File: src/rtl/uart_irq_pkg.sv
package uart_irq_pkg;
   typedef enum logic [1:0] {
      SRC_MODEM = 2'b00,
      SRC_THRE  = 2'b01,
      SRC_RDA   = 2'b10,
      SRC_LINE  = 2'b11
   } irq_src_e;

   localparam int NUM_ERR   = 4;
   localparam int NUM_MODEM = 4;
   localparam int MAX_TRIG  = 14;

   function automatic int trig_bytes(input logic [1:0] sel);
      case (sel)
         2'd0:    return 1;
         2'd1:    return 4;
         2'd2:    return 8;
         default: return 14;
      endcase
   endfunction
endpackage

File: src/rtl/uart_lsr_unit.sv
module uart_lsr_unit
   import uart_irq_pkg::*;
#(
   parameter int LVL_W = 5
) (
   input  logic                 clk,
   input  logic                 rst_n,
   input  logic [LVL_W-1:0]     rx_level,
   input  logic                 rx_err_any,
   input  logic [NUM_ERR-1:0]   err_ev,
   input  logic                 thr_empty,
   input  logic                 tx_idle,
   input  logic                 rd,
   output logic [7:0]           lsr,
   output logic                 line_pend
);
   logic [NUM_ERR-1:0] sticky_q;

   for (genvar i = 0; i < NUM_ERR; i++) begin : g_sticky
      always_ff @(posedge clk or negedge rst_n) begin
         if (!rst_n)          sticky_q[i] <= 1'b0;
         else if (err_ev[i])  sticky_q[i] <= 1'b1;
         else if (rd)         sticky_q[i] <= 1'b0;
      end
   end

   assign lsr       = {rx_err_any, tx_idle, thr_empty, sticky_q, (rx_level != '0)};
   assign line_pend = |sticky_q;
endmodule

File: src/rtl/uart_msr_unit.sv
module uart_msr_unit
   import uart_irq_pkg::*;
#(
   parameter int SYNC_STAGES = 2
) (
   input  logic                  clk,
   input  logic                  rst_n,
   input  logic [NUM_MODEM-1:0]  pins,
   input  logic                  rd,
   output logic [7:0]            msr,
   output logic                  modem_pend
);
   localparam int RI_IDX = 2;

   logic [NUM_MODEM-1:0] stg_q [SYNC_STAGES];
   logic [NUM_MODEM-1:0] cur, prev_q, ev, delta_q;

   for (genvar s = 0; s < SYNC_STAGES; s++) begin : g_sync
      always_ff @(posedge clk or negedge rst_n) begin
         if (!rst_n)       stg_q[s] <= '0;
         else if (s == 0)  stg_q[s] <= pins;
         else              stg_q[s] <= stg_q[(s == 0) ? 0 : s-1];
      end
   end

   assign cur = stg_q[SYNC_STAGES-1];

   always_ff @(posedge clk or negedge rst_n) begin
      if (!rst_n) prev_q <= '0;
      else        prev_q <= cur;
   end

   for (genvar i = 0; i < NUM_MODEM; i++) begin : g_delta
      if (i == RI_IDX) begin : g_trail
         assign ev[i] = prev_q[i] & ~cur[i];
      end else begin : g_any
         assign ev[i] = prev_q[i] ^ cur[i];
      end
      always_ff @(posedge clk or negedge rst_n) begin
         if (!rst_n)      delta_q[i] <= 1'b0;
         else if (ev[i])  delta_q[i] <= 1'b1;
         else if (rd)     delta_q[i] <= 1'b0;
      end
   end

   assign msr        = {cur, delta_q};
   assign modem_pend = |delta_q;
endmodule

File: src/rtl/uart_thre_unit.sv
module uart_thre_unit (
   input  logic clk,
   input  logic rst_n,
   input  logic thr_empty,
   input  logic thr_write,
   input  logic iir_rd,
   input  logic reported,
   output logic pend
);
   logic empty_q;
   logic clr;

   assign clr = thr_write | (iir_rd & reported);

   always_ff @(posedge clk or negedge rst_n) begin
      if (!rst_n) begin
         empty_q <= 1'b0;
         pend    <= 1'b0;
      end else begin
         empty_q <= thr_empty;
         if (clr)                        pend <= 1'b0;
         else if (thr_empty && !empty_q) pend <= 1'b1;
      end
   end
endmodule

File: src/rtl/uart_irq_encoder.sv
module uart_irq_encoder
   import uart_irq_pkg::*;
(
   input  logic [3:0] ier,
   input  logic       line_pend,
   input  logic       rda_pend,
   input  logic       thre_pend,
   input  logic       modem_pend,
   input  logic       fifo_on,
   output logic [7:0] iir
);
   irq_src_e src;
   logic     any;

   always_comb begin
      any = 1'b1;
      src = SRC_MODEM;
      if (ier[2] && line_pend)       src = SRC_LINE;
      else if (ier[0] && rda_pend)   src = SRC_RDA;
      else if (ier[1] && thre_pend)  src = SRC_THRE;
      else if (ier[3] && modem_pend) src = SRC_MODEM;
      else                           any = 1'b0;
   end

   assign iir = {{2{fifo_on}}, 3'b000, src, ~any};
endmodule

File: src/rtl/uart_irq_status.sv
module uart_irq_status
   import uart_irq_pkg::*;
#(
   parameter int LVL_W       = 5,
   parameter int SYNC_STAGES = 2,
   parameter bit HAS_FIFO    = 1'b1
) (
   input  logic             clk,
   input  logic             rst_n,
   input  logic [3:0]       ier_i,
   input  logic             fifo_en_i,
   input  logic [1:0]       trig_sel_i,
   input  logic [LVL_W-1:0] rx_level_i,
   input  logic             rx_err_any_i,
   input  logic             ovr_err_i,
   input  logic             par_err_i,
   input  logic             frm_err_i,
   input  logic             brk_err_i,
   input  logic             thr_empty_i,
   input  logic             tx_idle_i,
   input  logic             thr_write_i,
   input  logic             cts_i,
   input  logic             dsr_i,
   input  logic             ri_i,
   input  logic             dcd_i,
   input  logic             lsr_rd_i,
   input  logic             msr_rd_i,
   input  logic             iir_rd_i,
   output logic [7:0]       lsr_o,
   output logic [7:0]       msr_o,
   output logic [7:0]       iir_o,
   output logic             irq_o
);
   localparam int LVL_MAX = (1 << LVL_W) - 1;

   if (LVL_W < 1 || LVL_MAX < MAX_TRIG) begin : g_bad_lvl
      $error("LVL_W too narrow for the largest receive threshold");
   end
   if (SYNC_STAGES < 1) begin : g_bad_sync
      $error("SYNC_STAGES must be at least 1");
   end

   logic line_pend, modem_pend, thre_pend, rda_pend, fifo_on, thre_shown;

   uart_lsr_unit #(.LVL_W(LVL_W)) i_lsr (
      .clk        (clk),
      .rst_n      (rst_n),
      .rx_level   (rx_level_i),
      .rx_err_any (rx_err_any_i),
      .err_ev     ({brk_err_i, frm_err_i, par_err_i, ovr_err_i}),
      .thr_empty  (thr_empty_i),
      .tx_idle    (tx_idle_i),
      .rd         (lsr_rd_i),
      .lsr        (lsr_o),
      .line_pend  (line_pend)
   );

   uart_msr_unit #(.SYNC_STAGES(SYNC_STAGES)) i_msr (
      .clk        (clk),
      .rst_n      (rst_n),
      .pins       ({dcd_i, ri_i, dsr_i, cts_i}),
      .rd         (msr_rd_i),
      .msr        (msr_o),
      .modem_pend (modem_pend)
   );

   assign thre_shown = (iir_o[3:0] == {1'b0, SRC_THRE, 1'b0});

   uart_thre_unit i_thre (
      .clk       (clk),
      .rst_n     (rst_n),
      .thr_empty (thr_empty_i),
      .thr_write (thr_write_i),
      .iir_rd    (iir_rd_i),
      .reported  (thre_shown),
      .pend      (thre_pend)
   );

   if (HAS_FIFO) begin : g_fifo
      int unsigned thresh;
      assign thresh   = fifo_en_i ? trig_bytes(trig_sel_i) : 1;
      assign rda_pend = (int'(rx_level_i) >= int'(thresh));
      assign fifo_on  = fifo_en_i;
   end else begin : g_nofifo
      assign rda_pend = (rx_level_i != '0);
      assign fifo_on  = 1'b0;
   end

   uart_irq_encoder i_enc (
      .ier        (ier_i),
      .line_pend  (line_pend),
      .rda_pend   (rda_pend),
      .thre_pend  (thre_pend),
      .modem_pend (modem_pend),
      .fifo_on    (fifo_on),
      .iir        (iir_o)
   );

   assign irq_o = ~iir_o[0];
endmodule

File: config.mk
export PLATFORM = sky130hd
export DESIGN_NAME = uart_irq_status
export DESIGN_NICKNAME = d
export VERILOG_FILES = /design/src/rtl/uart_irq_pkg.sv /design/src/rtl/uart_lsr_unit.sv /design/src/rtl/uart_msr_unit.sv /design/src/rtl/uart_thre_unit.sv /design/src/rtl/uart_irq_encoder.sv /design/src/rtl/uart_irq_status.sv
export SDC_FILE = /design/constraint.sdc
export NUM_CORES = 1
export LEC_CHECK = 0
export BUFFER_PORTS_ARGS = -buffer_cell sky130_fd_sc_hd__buf_2
export CAP_MARGIN = 15
export CORE_UTILIZATION = 38
export CTS_BUF_LIST = sky130_fd_sc_hd__clkbuf_2 sky130_fd_sc_hd__clkbuf_4 sky130_fd_sc_hd__clkbuf_8
export DETAILED_ROUTE_END_ITERATION = 7
export GPL_ROUTABILITY_DRIVEN = 0
export PLACE_DENSITY = 0.76
export SLEW_MARGIN = 40
export SYNTH_ARGS = -nofsm -noshare
export SYNTH_HDL_FRONTEND = slang
export SYNTH_SLANG_ARGS = --single-unit
File: constraint.sdc
create_clock -name clk -period 1.7 [get_ports clk]
set_input_delay 0.17 -clock clk [delete_from_list [all_inputs] [get_ports clk]]
set_output_delay 0.17 -clock clk [all_outputs]
set_load 0.1 [all_outputs]
Word level (Yosys, flattened, before mapping)
Cells that the tools add are included.

operators by class
  add/sub/neg operators = 0
  $mul = 0
  div/mod/pow operators = 0
  $lt $le $gt $ge = 1
  equality and inequality tests = 3
  shifts and indexed selects = 0
  multiplexer cells = 21
  bitwise operators = 8
  reductions and logical operators = 19

operators by type and width
  cell                number
  $ge 6x32->1         1
  $mux 32             1
  $reduce_bool 2->1   9
  $mux 1              17
  $pmux 4 s3          1
  $reduce_or 4->1     2
  $logic_and 1x1->1   5
  $reduce_bool 5->1   1
  $mux 2              2
  $eq 3x2->1 const B  1
  $xor 1x1->1         3
  $and 1x1->1         2
  $eq 2x1->1 const B  1
  $eq 2x2->1 const B  1
  $logic_not 2->1     1
  $not 1->1           2
  $logic_not 1->1     1
  $or 1x1->1          1

storage, ports and cells
  bits in registers = 22
  latch bits = 0
  memory bits (writable) = 0
  bits in read-only memories = 0
  output and inout bits = 25
  logic and storage cells = 65
  memories = 0

Longest topological paths before layout
Gate-level depths: netlist (run 1).

  depth in word-level cells = 12
  gate-level depth with buffers = 6
  mapped depth without buffers = 6

By module
A second synthesis (run 1) with hierarchy kept.

unflattened totals
  cells, all modules = 81
  area total of the unflattened synthesis = 954.7 µm²

modules (own cells, without submodules)
  module            instances  cells an instance  area each (µm²)
  uart_msr_unit     1          33                 503.0
  uart_lsr_unit     1          16                 177.7
  uart_irq_status   1          17                 118.9
  uart_irq_encoder  1          10                 78.8
  uart_thre_unit    1          5                  76.3

Worst setup path before layout (run 1)
OpenSTA, ideal clock, no wires.

  path type = flip-flop to output port
  start point = register i_lsr.sticky_q[1], in the netlist i_lsr.lsr[2]
  end point = output port irq_o
  data arrival time = 2.292 ns
  required time = 1.530 ns
  path slack = -0.762 ns
  cell stages (with the launch flop) = 3
  buffers on the path = 0
  path through = dfrtp_1 > o41ai_2 > nand4_1

on the way
  cells in the longest elaborated chain, start to end = 3

ends and longest elaborated chain
  item                             RTL line                source
  start, declared                  uart_lsr_unit.sv:17     logic [NUM_ERR-1:0] sticky_q;
  start signal, assigned by index  uart_lsr_unit.sv:21     if (!rst_n) sticky_q[i] <= 1'b0;
  start signal, assigned by index  uart_lsr_unit.sv:22     else if (err_ev[i]) sticky_q[i] <= 1'b1;
  start signal, assigned by index  uart_lsr_unit.sv:23     else if (rd) sticky_q[i] <= 1'b0;
  $reduce_or 4->1                  uart_lsr_unit.sv:28     assign line_pend = |sticky_q;
  $logic_and 1x1->1                uart_irq_encoder.sv:18  if (ier[2] && line_pend) src = SRC_LINE;
  $mux 1                           uart_irq_encoder.sv:18
  end, declared                    uart_irq_status.sv:32   output logic irq_o

Every way passes these cells.

Worst setup path after layout (run 1)
  start point = register i_lsr.sticky_q[0], in the netlist i_lsr.lsr[1]
  end point = output port iir_o[0]

on the way
  cells in the longest elaborated chain, start to end = 4

ends and longest elaborated chain
  item               RTL line                source
  $reduce_or 4->1    uart_lsr_unit.sv:28
  $logic_and 1x1->1  uart_irq_encoder.sv:18
  $mux 1             uart_irq_encoder.sv:18
  $not 1->1          uart_irq_encoder.sv:25  assign iir = {{2{fifo_on}}, 3'b000, src, ~any};
  end, declared      uart_irq_status.sv:31   output logic [7:0] iir_o,

Every way passes these cells.

==> summary.md, run 1 <==
| Metric | Value |
|---|---|
| Worst-path clk slew | `approximately 0.11 ns` |
| CP max FO | `5` |
| Cells after synthesis | `80` |
| Area leader, netlist | `dfrtp_1` |
| Hold crit path type | `in -> reg` |
| Fillers | `between 200 and 250` |
| Largest net degree at the start of global routing | `23` |
| Min-Delay Path Depth | `2` |
| GR Util All Layers | `between 10% and 20%` |
| Crit share post-route | `109%` |
| Number of CTS-inserted buffers | `3` |
| Worst reg2reg path endpoint | `i_thre.pend$_DFFE_PN0P_` |
| DP Worst Slack | `-0.196 ns` |
| Warnings, synthesis | `0` |
| Root Buffer | `clkbuf_4` |
| Max stage delay on crit path | `0.46 ns` |
| Hpwl dp | `roughly 1.4 mm` |
| Port bufs | `46` |
| Commonest non-fill, non-tap cells in the layout | `buf_2, dfrtp_1, inv_1` |
| Final setup vio count | `4` |
| Failing checks | `setup timing` |
| Pre-antenna DRT Iters | `3` |
| Yosys cell types | `24` |
| WP data required | `around 1.5 ns` |
| Startpoint types | `register` |
| Clock buffer depth | `2` |
| Layout Skew | `0.00984 ns` |
| Setup Crit Path Kind | `reg -> out` |
| Commonest non-fill, non-tap cell in the layout | `buf_2` |
| Core box area | `between 0.002 and 0.0025 mm²` |
| Crit path arrival time | `1.68 ns` |
| Pleak | `0.000697 µW` |
| Global-route wire length before repair | `between 2 and 3 mm` |
| Diodes inserted | `0` |
| Worst Setup End Kind | `output pin` |
| Initial DRC count | `4` |
| Top cells by area, synth | `dfrtp_1, buf_4, ha_1` |
| Htree depth | `1` |
| WL/cell | `11.5 µm` |
| Crit-path slowest cell | `o41ai_4` |
| Post-route ant nets | `0` |
| DRC violations left | `0` |
| Reg2reg start | `i_lsr.lsr[1]$_DFFE_PN0P_` |
| Die width | `around 52 µm` |
| Final nets | `roughly 170` |
| Final wirelength | `~1.8 mm` |
| Critical path cell sequence | `o41ai_4, and4_4, buf_12` |
| Share of layout cells above drive strength 1 | `a little over half` |
| Die Y | `52.5 µm` |
| GRT Residual Overflow | `0` |
| Synth-to-layout area growth | `43.0%` |
| Hold Fails Final Rpt | `0` |
| Sink Count | `22` |
| CP bufs+invs | `1` |
| Pwr Total | `1440 µW` |
| Status | `finished, violations left` |
| Share of the synthesized area in the top cell type | `between 50% and 60%` |
| Sequential area share after synthesis | `~57%` |
| Synthesized area per cell | `12.1 µm²` |
| Placement row count | `17` |
| Cell area after synthesis | `968 µm²` |
| Power Dens Cells | `~1000 mW/mm²` |
| R2r setup slk | `approximately 0.50 ns` |
| Post-layout util | `between 60% and 70%` |
| Worst Hold End | `i_lsr.lsr[2]$_DFFE_PN0P_` |
| Final worst slack | `-0.149 ns` |
| Max Cap Viol | `0` |
| Top-Level Pins | `54` |
| Via/cell ratio | `around 4.6` |
| Number of global-route vias before repair | `721` |
| Path depth of the worst reg2reg path | `2` |
| Crit path max-delay family | `compound AO/OA/AOI/OAI gates` |
| FF+latch count, synth | `22` |
| Skew-Pair Late Insertion Delay | `around 0.30 ns` |
| Fmax | `about 540 MHz` |
| Die ar. | `0.00275 mm²` |
| Initial core utilization | `42.2%` |
| Initial antenna violation count | `0` |
| Setup tns final | `-0.461 ns` |
| CTS tree | `done` |
| Hold Startpoint | `par_err_i` |
| RSZ-0062 raised after global routing | `true` |
| Final min period | `~1.8 ns` |
| Slew Viols, Final | `0` |
| VDD IR max | `~0.00082 V` |
| Routed via count | `between 700 and 800` |
[through the flow]
step | hold slack (ns) | std cells | area, µm²
CTS | 0.0325 | 158 | 1370
finish | 0.0448 | 159 | 1390
floorplan | -0.126 | 82 | 1000
global placement | 0.138 | 147 | 1230
detailed placement | 0.151 | 147 | 1230
global route | 0.0283 | 159 | 1390
[logic make-up after synthesis]
kind of cell	after synthesis	synth area share, %
buffers and inverters	20	12.4
adder cells (fa/ha/maj)	4	5.17
AO/OA/AOI/OAI	17	15.4
flip-flops	22	56.8
AND/OR/NAND/NOR	13	7.11
XOR/XNOR	3	2.71
other	1	0.387
[state kept, by name, indices dropped and copies added (netlist names)]
| register | flops |
|---|---|
| i_lsr.lsr | 4 |
| i_msr.cur | 4 |
| i_msr.msr | 4 |
| i_msr.prev_q | 4 |
| i_msr.stg_q | 4 |
| i_thre.empty_q | 1 |
| i_thre.pend | 1 |
[metal layers]
layer	wire length, µm	vias to the layer above	global-route usage [%]	part of all wire, %
li1	-	362	-	-
met1	681	337	13.6	37
met2	1010	31	28.7	55
met3	126	4	3.19	6.9
met4	16	0	8.33	0.87
met5	0	-	0	0
[final cells by class]
| class | instances | area (µm²) | share of cell area (%) |
|---|---|---|---|
| flip-flops and latches | 22 | 563 | 40.7 |
| repair buffers | 57 | 374 | 27.0 |
| multi-input cells | 40 | 330 | 23.8 |
| well taps | 28 | 35.0 | 2.53 |
| clock inverters | 1 | 30.0 | 2.17 |
| inverters | 8 | 30.0 | 2.17 |
| clock buffers | 3 | 22.5 | 1.63 |
[how the worst max path moves through the flow]
stage / cells past startpoint / start / slack [ns] / to
3_5_place_dp: 9 / trig_sel_i[0] / -0.20 / iir_o[2]
4_1_cts: 3 / i_lsr.lsr[1]$_DFFE_PN0P_ / -0.17 / iir_o[0]
3_3_place_gp: 9 / trig_sel_i[0] / -0.11 / iir_o[2]
6_report: 3 / i_lsr.lsr[1]$_DFFE_PN0P_ / -0.15 / iir_o[0]
5_1_grt: 3 / i_lsr.lsr[1]$_DFFE_PN0P_ / -0.22 / iir_o[0]
2_1_floorplan: 2 / i_lsr.lsr[2]$_DFFE_PN0P_ / -0.49 / irq_o
[synthesized netlist by cell type]
library cell  instances
nand3_1               2
ha_1                  4
a21o_1                4
o21ai_0               4
nor2b_1               2
o41ai_1               1
conb_1                1
nand4_1               1
nand2_1               5
o22ai_1               1
a21oi_1               1
a41oi_1               1
a21oi_2               1
o41ai_4               1
dfrtp_1              22
nor4_1                1
o41ai_2               1
a21bo_2               1
and4_1                1
and2_1                1
o21bai_1              1
inv_1                 8
xnor2_1               3
buf_4                12
[timing repair]
item | in CTS | in global routing
resized for setup | 8 | 1
setup buffers | 1 | 1
hold buffers | 6 | 0
pin swaps | 3 | 1
setup endpoints to repair | 4 | 4
hold endpoints to repair | 27 | 0
[power breakdown]
group | total (µW) | internal (µW) | switching, µW
Clock | 391 | 238 | 152
Combinational | 462 | 115 | 347
Sequential | 587 | 561 | 26.4
(Power assumes the default switching activity.)
==> run 2, diff against run 1 <==
Settings changed: CTS_BUF_LIST sky130_fd_sc_hd__clkbuf_2 sky130_fd_sc_hd__clkbuf_4 sky130_fd_sc_hd__clkbuf_8 to sky130_fd_sc_hd__clkbuf_16.
Clock period 1.7 ns to 1.8 ns, I/O delays scaled along.
==> run 2 against run 1 <==
Compared with the run above: the run still ends with setup timing left; clock power rose by 17%; wire length rose by 8.0%; largest power group unchanged; sequential cell count did not move; critical path type is now in -> out; clock skew fell by 0.0080 ns; global-route usage rose by 1.5 points.
==> summary.md, run 2 (synthesized netlist as in run 1, its figures left out) <==
| Metric | Value |
|---|---|
| Clock buffer depth | `2` |
| GR Util All Layers | `between 10% and 20%` |
| Number of CTS-inserted buffers | `3` |
| Final worst slack | `-0.0521 ns` |
| Commonest non-fill, non-tap cell in the layout | `buf_2` |
| WL/cell | `between 10 and 15 µm` |
| Pre-antenna DRT Iters | `4` |
| Fmax | `between 500 and 600 MHz` |
| Initial DRC count | `5` |
| Final wirelength | `~2.0 mm` |
| Worst-path clk slew | `about 0.050 ns` |
| WP data required | `1.62 ns` |
| CTS tree | `done` |
| Critical path cell sequence | `buf_8, o21ai_2, ha_1, inv_1, a21oi_2, o41ai_4, buf_4, a21bo_4, buf_12` |
| Diodes inserted | `0` |
| Global-route wire length before repair | `about 3.1 mm` |
| Root Buffer | `clkbuf_16` |
| Pleak | `0.000693 µW` |
| R2r setup slk | `roughly 0.5 ns` |
| Die ar. | `0.00275 mm²` |
| Commonest non-fill, non-tap cells in the layout | `buf_2, dfrtp_1, inv_1` |
| Number of global-route vias before repair | `~770` |
| Largest net degree at the start of global routing | `23` |
| Synth-to-layout area growth | `46.8%` |
| Worst Setup End Kind | `output pin` |
| Final nets | `roughly 160` |
| Cell area after placement | `about 0.0012 mm²` |
| Placement row count | `17` |
| Area of the multi-input gates | `~400 µm²` |
| Die Y | `52.5 µm` |
| Htree depth | `1` |
| Max stage delay on crit path | `0.40 ns` |
| Fin area | `0.00142 mm²` |
| Pwr Total | `1460 µW` |
| Initial core utilization | `a little over two fifths` |
| VDD IR max | `0.000846 V` |
| Sink Count | `22` |
| DRC violations left | `0` |
| Die width | `52.5 µm` |
| CP max FO | `3` |
| Port bufs | `46` |
| Initial antenna violation count | `0` |
| Max Cap Viol | `0` |
| Hold crit path type | `in -> reg` |
| Skew-Pair Late Insertion Delay | `0.25 ns` |
| RSZ-0062 raised after global routing | `true` |
| Share of layout cells above drive strength 1 | `between 50% and 60%` |
| GRT Residual Overflow | `0` |
| Crit share post-route | `103%` |
| Final min period | `about 1.9 ns` |
| Top-Level Pins | `between 50 and 60` |
| Startpoint types | `primary input` |
| Slew Viols, Final | `0` |
| Worst Hold Slack | `0.0309 ns` |
| Status | `finished, violations left` |
| Crit-path slowest cell | `o41ai_4` |
| Reg area | `around 560 µm²` |
| Crit path arrival time | `~1.7 ns` |
| Failing checks | `setup timing` |
| Final setup vio count | `3` |
| Power Dens Cells | `between 1000 and 1500 mW/mm²` |
| Setup Crit Path Kind | `in -> out` |
| Post-route ant nets | `0` |
| Layout Skew | `around 0.0019 ns` |
| Hold Fails Final Rpt | `0` |
| Fillers | `~190` |
| Routed via count | `between 700 and 800` |
| Core box area | `0.00230 mm²` |
| Via/cell ratio | `4.76` |
| Hpwl dp | `1.48 mm` |
## run 2: cell types whose count changed in the layout (fill, tap and decap cells not counted), moves of 2 or more
cell,change
dlygate4sd3_1,-5
buf_2,-3
clkbuf_16,+3
clkbuf_4,-3
ha_1,-3
ha_4,+3
buf_6,+2
nand3_1,-2
nand3_2,+2
## run 2: power breakdown
group | leakage, µW | total [µW] | internal, µW | switching (µW)
Clock | 0.0000423 | 456 | 296 | 161
Sequential | 0.000246 | 557 | 531 | 26.5
Combinational | 0.000405 | 443 | 111 | 333
## run 2: routing by layer
metal | vias to the layer above | GRT usage [%] | share of wire, %
li1 | 343 | - | -
met1 | 336 | 14.3 | 32
met2 | 36 | 31.9 | 58
met3 | 9 | 4.06 | 7.5
met4 | 0 | 9.65 | 2.9
met5 | - | 0 | 0
## run 2: metrics by stage
step                      TNS (ns)  worst slack, ns  cells  utilization, %
after floorplan             -0.511           -0.402     82               -
after global placement     -0.0285          -0.0282    146            53.2
after detailed placement    -0.524           -0.161    146            53.2
after CTS                   -0.121          -0.0613    152            59.4
after global routing        -0.261          -0.0986    152            61.9
final                      -0.0984          -0.0521    152            61.9
## run 2: layout make-up
class / count / area share [%]
inverters: 8 / 2.11
multi-input cells: 40 / 27.5
flip-flops and latches: 22 / 39.6
repair buffers: 50 / 22.8
clock inverters: 1 / 0.264
clock buffers: 3 / 5.28
well taps: 28 / 2.46
## run 2: worst max-delay path, delay by kind of cell
kind / cells / cell delay [ns]
compound gates: 4 / 0.73
buf+inv: 4 / 0.52
fa+ha+maj: 1 / 0.24
## run 2: path summary, 6_finish.rpt
kind                                               start                       end  cells after the start
worst max-delay path                       trig_sel_i[1]                  iir_o[1]                      9
worst min-delay path                               cts_i  i_msr.stg_q[4]$_DFF_PN0_                      1
worst max register to register  i_lsr.lsr[1]$_DFFE_PN0P_   i_thre.pend$_DFFE_PN0P_                      3
worst min register to register  i_msr.stg_q[4]$_DFF_PN0_    i_msr.cur[0]$_DFF_PN0_                      0
max in group asynchronous                          rst_n  i_lsr.lsr[2]$_DFFE_PN0P_                      2
min in group asynchronous                          rst_n  i_msr.stg_q[4]$_DFF_PN0_                      2
## run 2: what timing repair did
item,4_1_cts,5_1_grt
pin swaps,6,3
setup buffers,1,0
hold endpoints to repair,22,0
resized for setup,12,8
setup endpoints to repair,4,4
hold buffers,1,0
==> run 3, diff against run 2 <==
Settings changed: CELL_PAD_IN_SITES_DETAIL_PLACEMENT set to 0, CELL_PAD_IN_SITES_GLOBAL_PLACEMENT set to 1, CORE_UTILIZATION 38 to 32, PLACE_DENSITY 0.76 to unset, PLACE_DENSITY_LB_ADDON set to 0.1.
==> run 3 against run 2 <==
Compared with the run above: the run ends with DRC, setup timing left; clock power grew 33%; first-iteration DRC count rose to 5.2 times the previous value; sequential share of layout area down 2.0 points; design area is 5.3% higher; combinational power up 4%; sequential power about the same; highest routed layer unchanged; global-route usage is 3.9 points lower; fmax up 2.4%; wire length fell by 2.1%; largest cell class unchanged; clock skew is 0.0010 ns lower.
==> summary.md, run 3 (synthesized netlist as in run 1, its figures left out) <==
| Metric | Value |
|---|---|
| Post-route ant nets | `0` |
| Worst Setup End Kind | `output pin` |
| Synth-to-layout area growth | `54.5%` |
| Skew-Pair Late Insertion Delay | `0.25 ns` |
| Fin area | `around 0.0015 mm²` |
| Net switching power | `about 530 µW` |
| Power Dens Cells | `approximately 1100 mW/mm²` |
| Reg2reg start | `i_lsr.lsr[1]$_DFFE_PN0P_` |
| Worst reg2reg path endpoint | `i_thre.pend$_DFFE_PN0P_` |
| Final wirelength | `approximately 1.9 mm` |
| Worst-path clk slew | `about 0.060 ns` |
| Critical path cell sequence | `buf_8, nand2_4, ha_4, a21oi_4, nor2b_4, o41ai_4, buf_4, a21bo_4, buf_12` |
| Crit path arrival time | `between 1.5 and 2 ns` |
| Sink Count | `22` |
| Share of power burned in registers | `roughly 34%` |
| Slew Viols, Final | `0` |
| Final worst slack | `-0.00803 ns` |
| Top-Level Pins | `54` |
| Failing checks | `DRC, setup timing` |
| Status | `finished, violations left` |
| Post-layout util | `a little over half` |
| Routed via count | `just over 700` |
| Clock share of power | `a little under two fifths` |
| Path depth of the worst reg2reg path | `3` |
| CP max FO | `3` |
| Setup Crit Path Kind | `in -> out` |
| Worst Hold End | `i_msr.stg_q[4]$_DFF_PN0_` |
| Root Buffer | `clkbuf_16` |
| Crit path max-delay family | `compound AO/OA/AOI/OAI gates` |
| Max stage delay on crit path | `about 0.38 ns` |
| Clock buffer depth | `2` |
| Final nets | `160` |
| Htree depth | `1` |
| Crit-path slowest cell | `o41ai_4` |
| GR Util All Layers | `about an eighth` |
| Core box area | `0.00281 mm²` |
| Placed cell count | `between 100 and 150` |
| Die ar. | `~0.0033 mm²` |
| DRC violations left | `10` |
| Fmax | `about 550 MHz` |
| Hold crit path type | `in -> reg` |
| Initial antenna violation count | `0` |
| Crit share post-route | `100%` |
| Pwr Total | `around 1600 µW` |
| RSZ-0062 raised after global routing | `true` |
| CTS tree | `done` |
| Pint | `between 1000 and 1500 µW` |
| Pleak | `just over 0.0007 µW` |
| Net Sw Frac | `32.6%` |
| CP bufs+invs | `3` |
| Logic pwr share | `between 20% and 30%` |
| Layout Skew | `~0.00084 ns` |
| Pre-antenna DRT Iters | `6` |
| Hold Startpoint | `cts_i` |
| Min-Delay Path Depth | `1` |
| Initial DRC count | `26` |
| WP data required | `around 1.6 ns` |
| Largest net degree at the start of global routing | `23` |
| Worst Hold Slack | `0.0317 ns` |
| Initial core utilization | `between 30 and 40%` |
| Via/cell ratio | `4.59` |
| Placement row count | `19` |
| Final min period | `about 1.8 ns` |
| GRT Residual Overflow | `0` |
| Global-route wire length before repair | `approximately 3 mm` |
| Number of global-route vias before repair | `around 680` |
| Die Y | `about 57 µm` |
| Finished Layout Cells | `around 160` |
| R2r setup slk | `about 0.63 ns` |
| Diodes inserted | `0` |
| Cell area after placement | `roughly 0.0012 mm²` |
| VDD IR max | `~0.00077 V` |
| Final setup vio count | `1` |
| Port bufs | `46` |
| Commonest non-fill, non-tap cell in the layout | `buf_2` |
| WL/cell | `approximately 12 µm` |
| Hpwl dp | `about 1.4 mm` |
| Die width | `57.0 µm` |
| Startpoint types | `primary input` |
| Hold Fails Final Rpt | `0` |
| Share of layout cells above drive strength 1 | `62.7%` |
| Max Cap Viol | `0` |
| Commonest non-fill, non-tap cells in the layout | `buf_2, dfrtp_1, inv_1, dfrtp_2, buf_4` |
| Number of CTS-inserted buffers | `3` |
## run 3: power groups by stage
stage / logic, µW / clock network (µW) / registers [µW]
floorplan: 232 / 0 / 676
global route: 484 / 650 / 560
detailed placement: 410 / 0 / 564
global placement: 409 / 0 / 563
CTS: 420 / 627 / 556
finish: 461 / 606 / 555
## run 3: final cells by class
class                      instances  area, µm²
multi-input combinational         40        415
clock inverter                     1       30.0
sequential                        22        563
fill                             251       1310
inverter                           8       30.0
tap                               31       38.8
timing repair buffer              52        344
clock buffer                       3       75.1
## run 3: how the worst max path moves through the flow
stage                                   from        to  slack (ns)  cells past startpoint
floorplan           i_lsr.lsr[2]$_DFFE_PN0P_     irq_o       -0.40                      2
global placement               trig_sel_i[0]  iir_o[2]       -0.05                      9
finish                         trig_sel_i[0]  iir_o[1]      -0.008                      9
global route                       fifo_en_i  iir_o[1]       -0.06                      9
detailed placement             trig_sel_i[0]  iir_o[2]       -0.07                      9
CTS                 i_lsr.lsr[1]$_DFFE_PN0P_  iir_o[0]       -0.04                      3
## run 3: what timing repair did
| action | 4_1_cts | 5_1_grt |
|---|---|---|
| setup endpoints to repair | 4 | 4 |
| hold buffers | 1 | 0 |
| gates resized for setup | 5 | 25 |
| setup buffers | 1 | 2 |
| hold endpoints to repair | 22 | 0 |
| pin swaps | 2 | 7 |
## run 3: stage by stage
stage | worst slack (ns) | TNS, ns
final | -0.00803 | -0.00803
after global placement | -0.0508 | -0.0995
after CTS | -0.0353 | -0.0452
after detailed placement | -0.0671 | -0.123
after global routing | -0.0623 | -0.124
after floorplan | -0.402 | -0.511
## run 3: per-layer routing
| metal | GRT usage (%) | wire length [µm] |
|---|---|---|
| met5 | 0 | 0 |
| met4 | 6.97 | 49 |
| met3 | 4.76 | 158 |
| met2 | 19.5 | 941 |
| met1 | 14.4 | 789 |
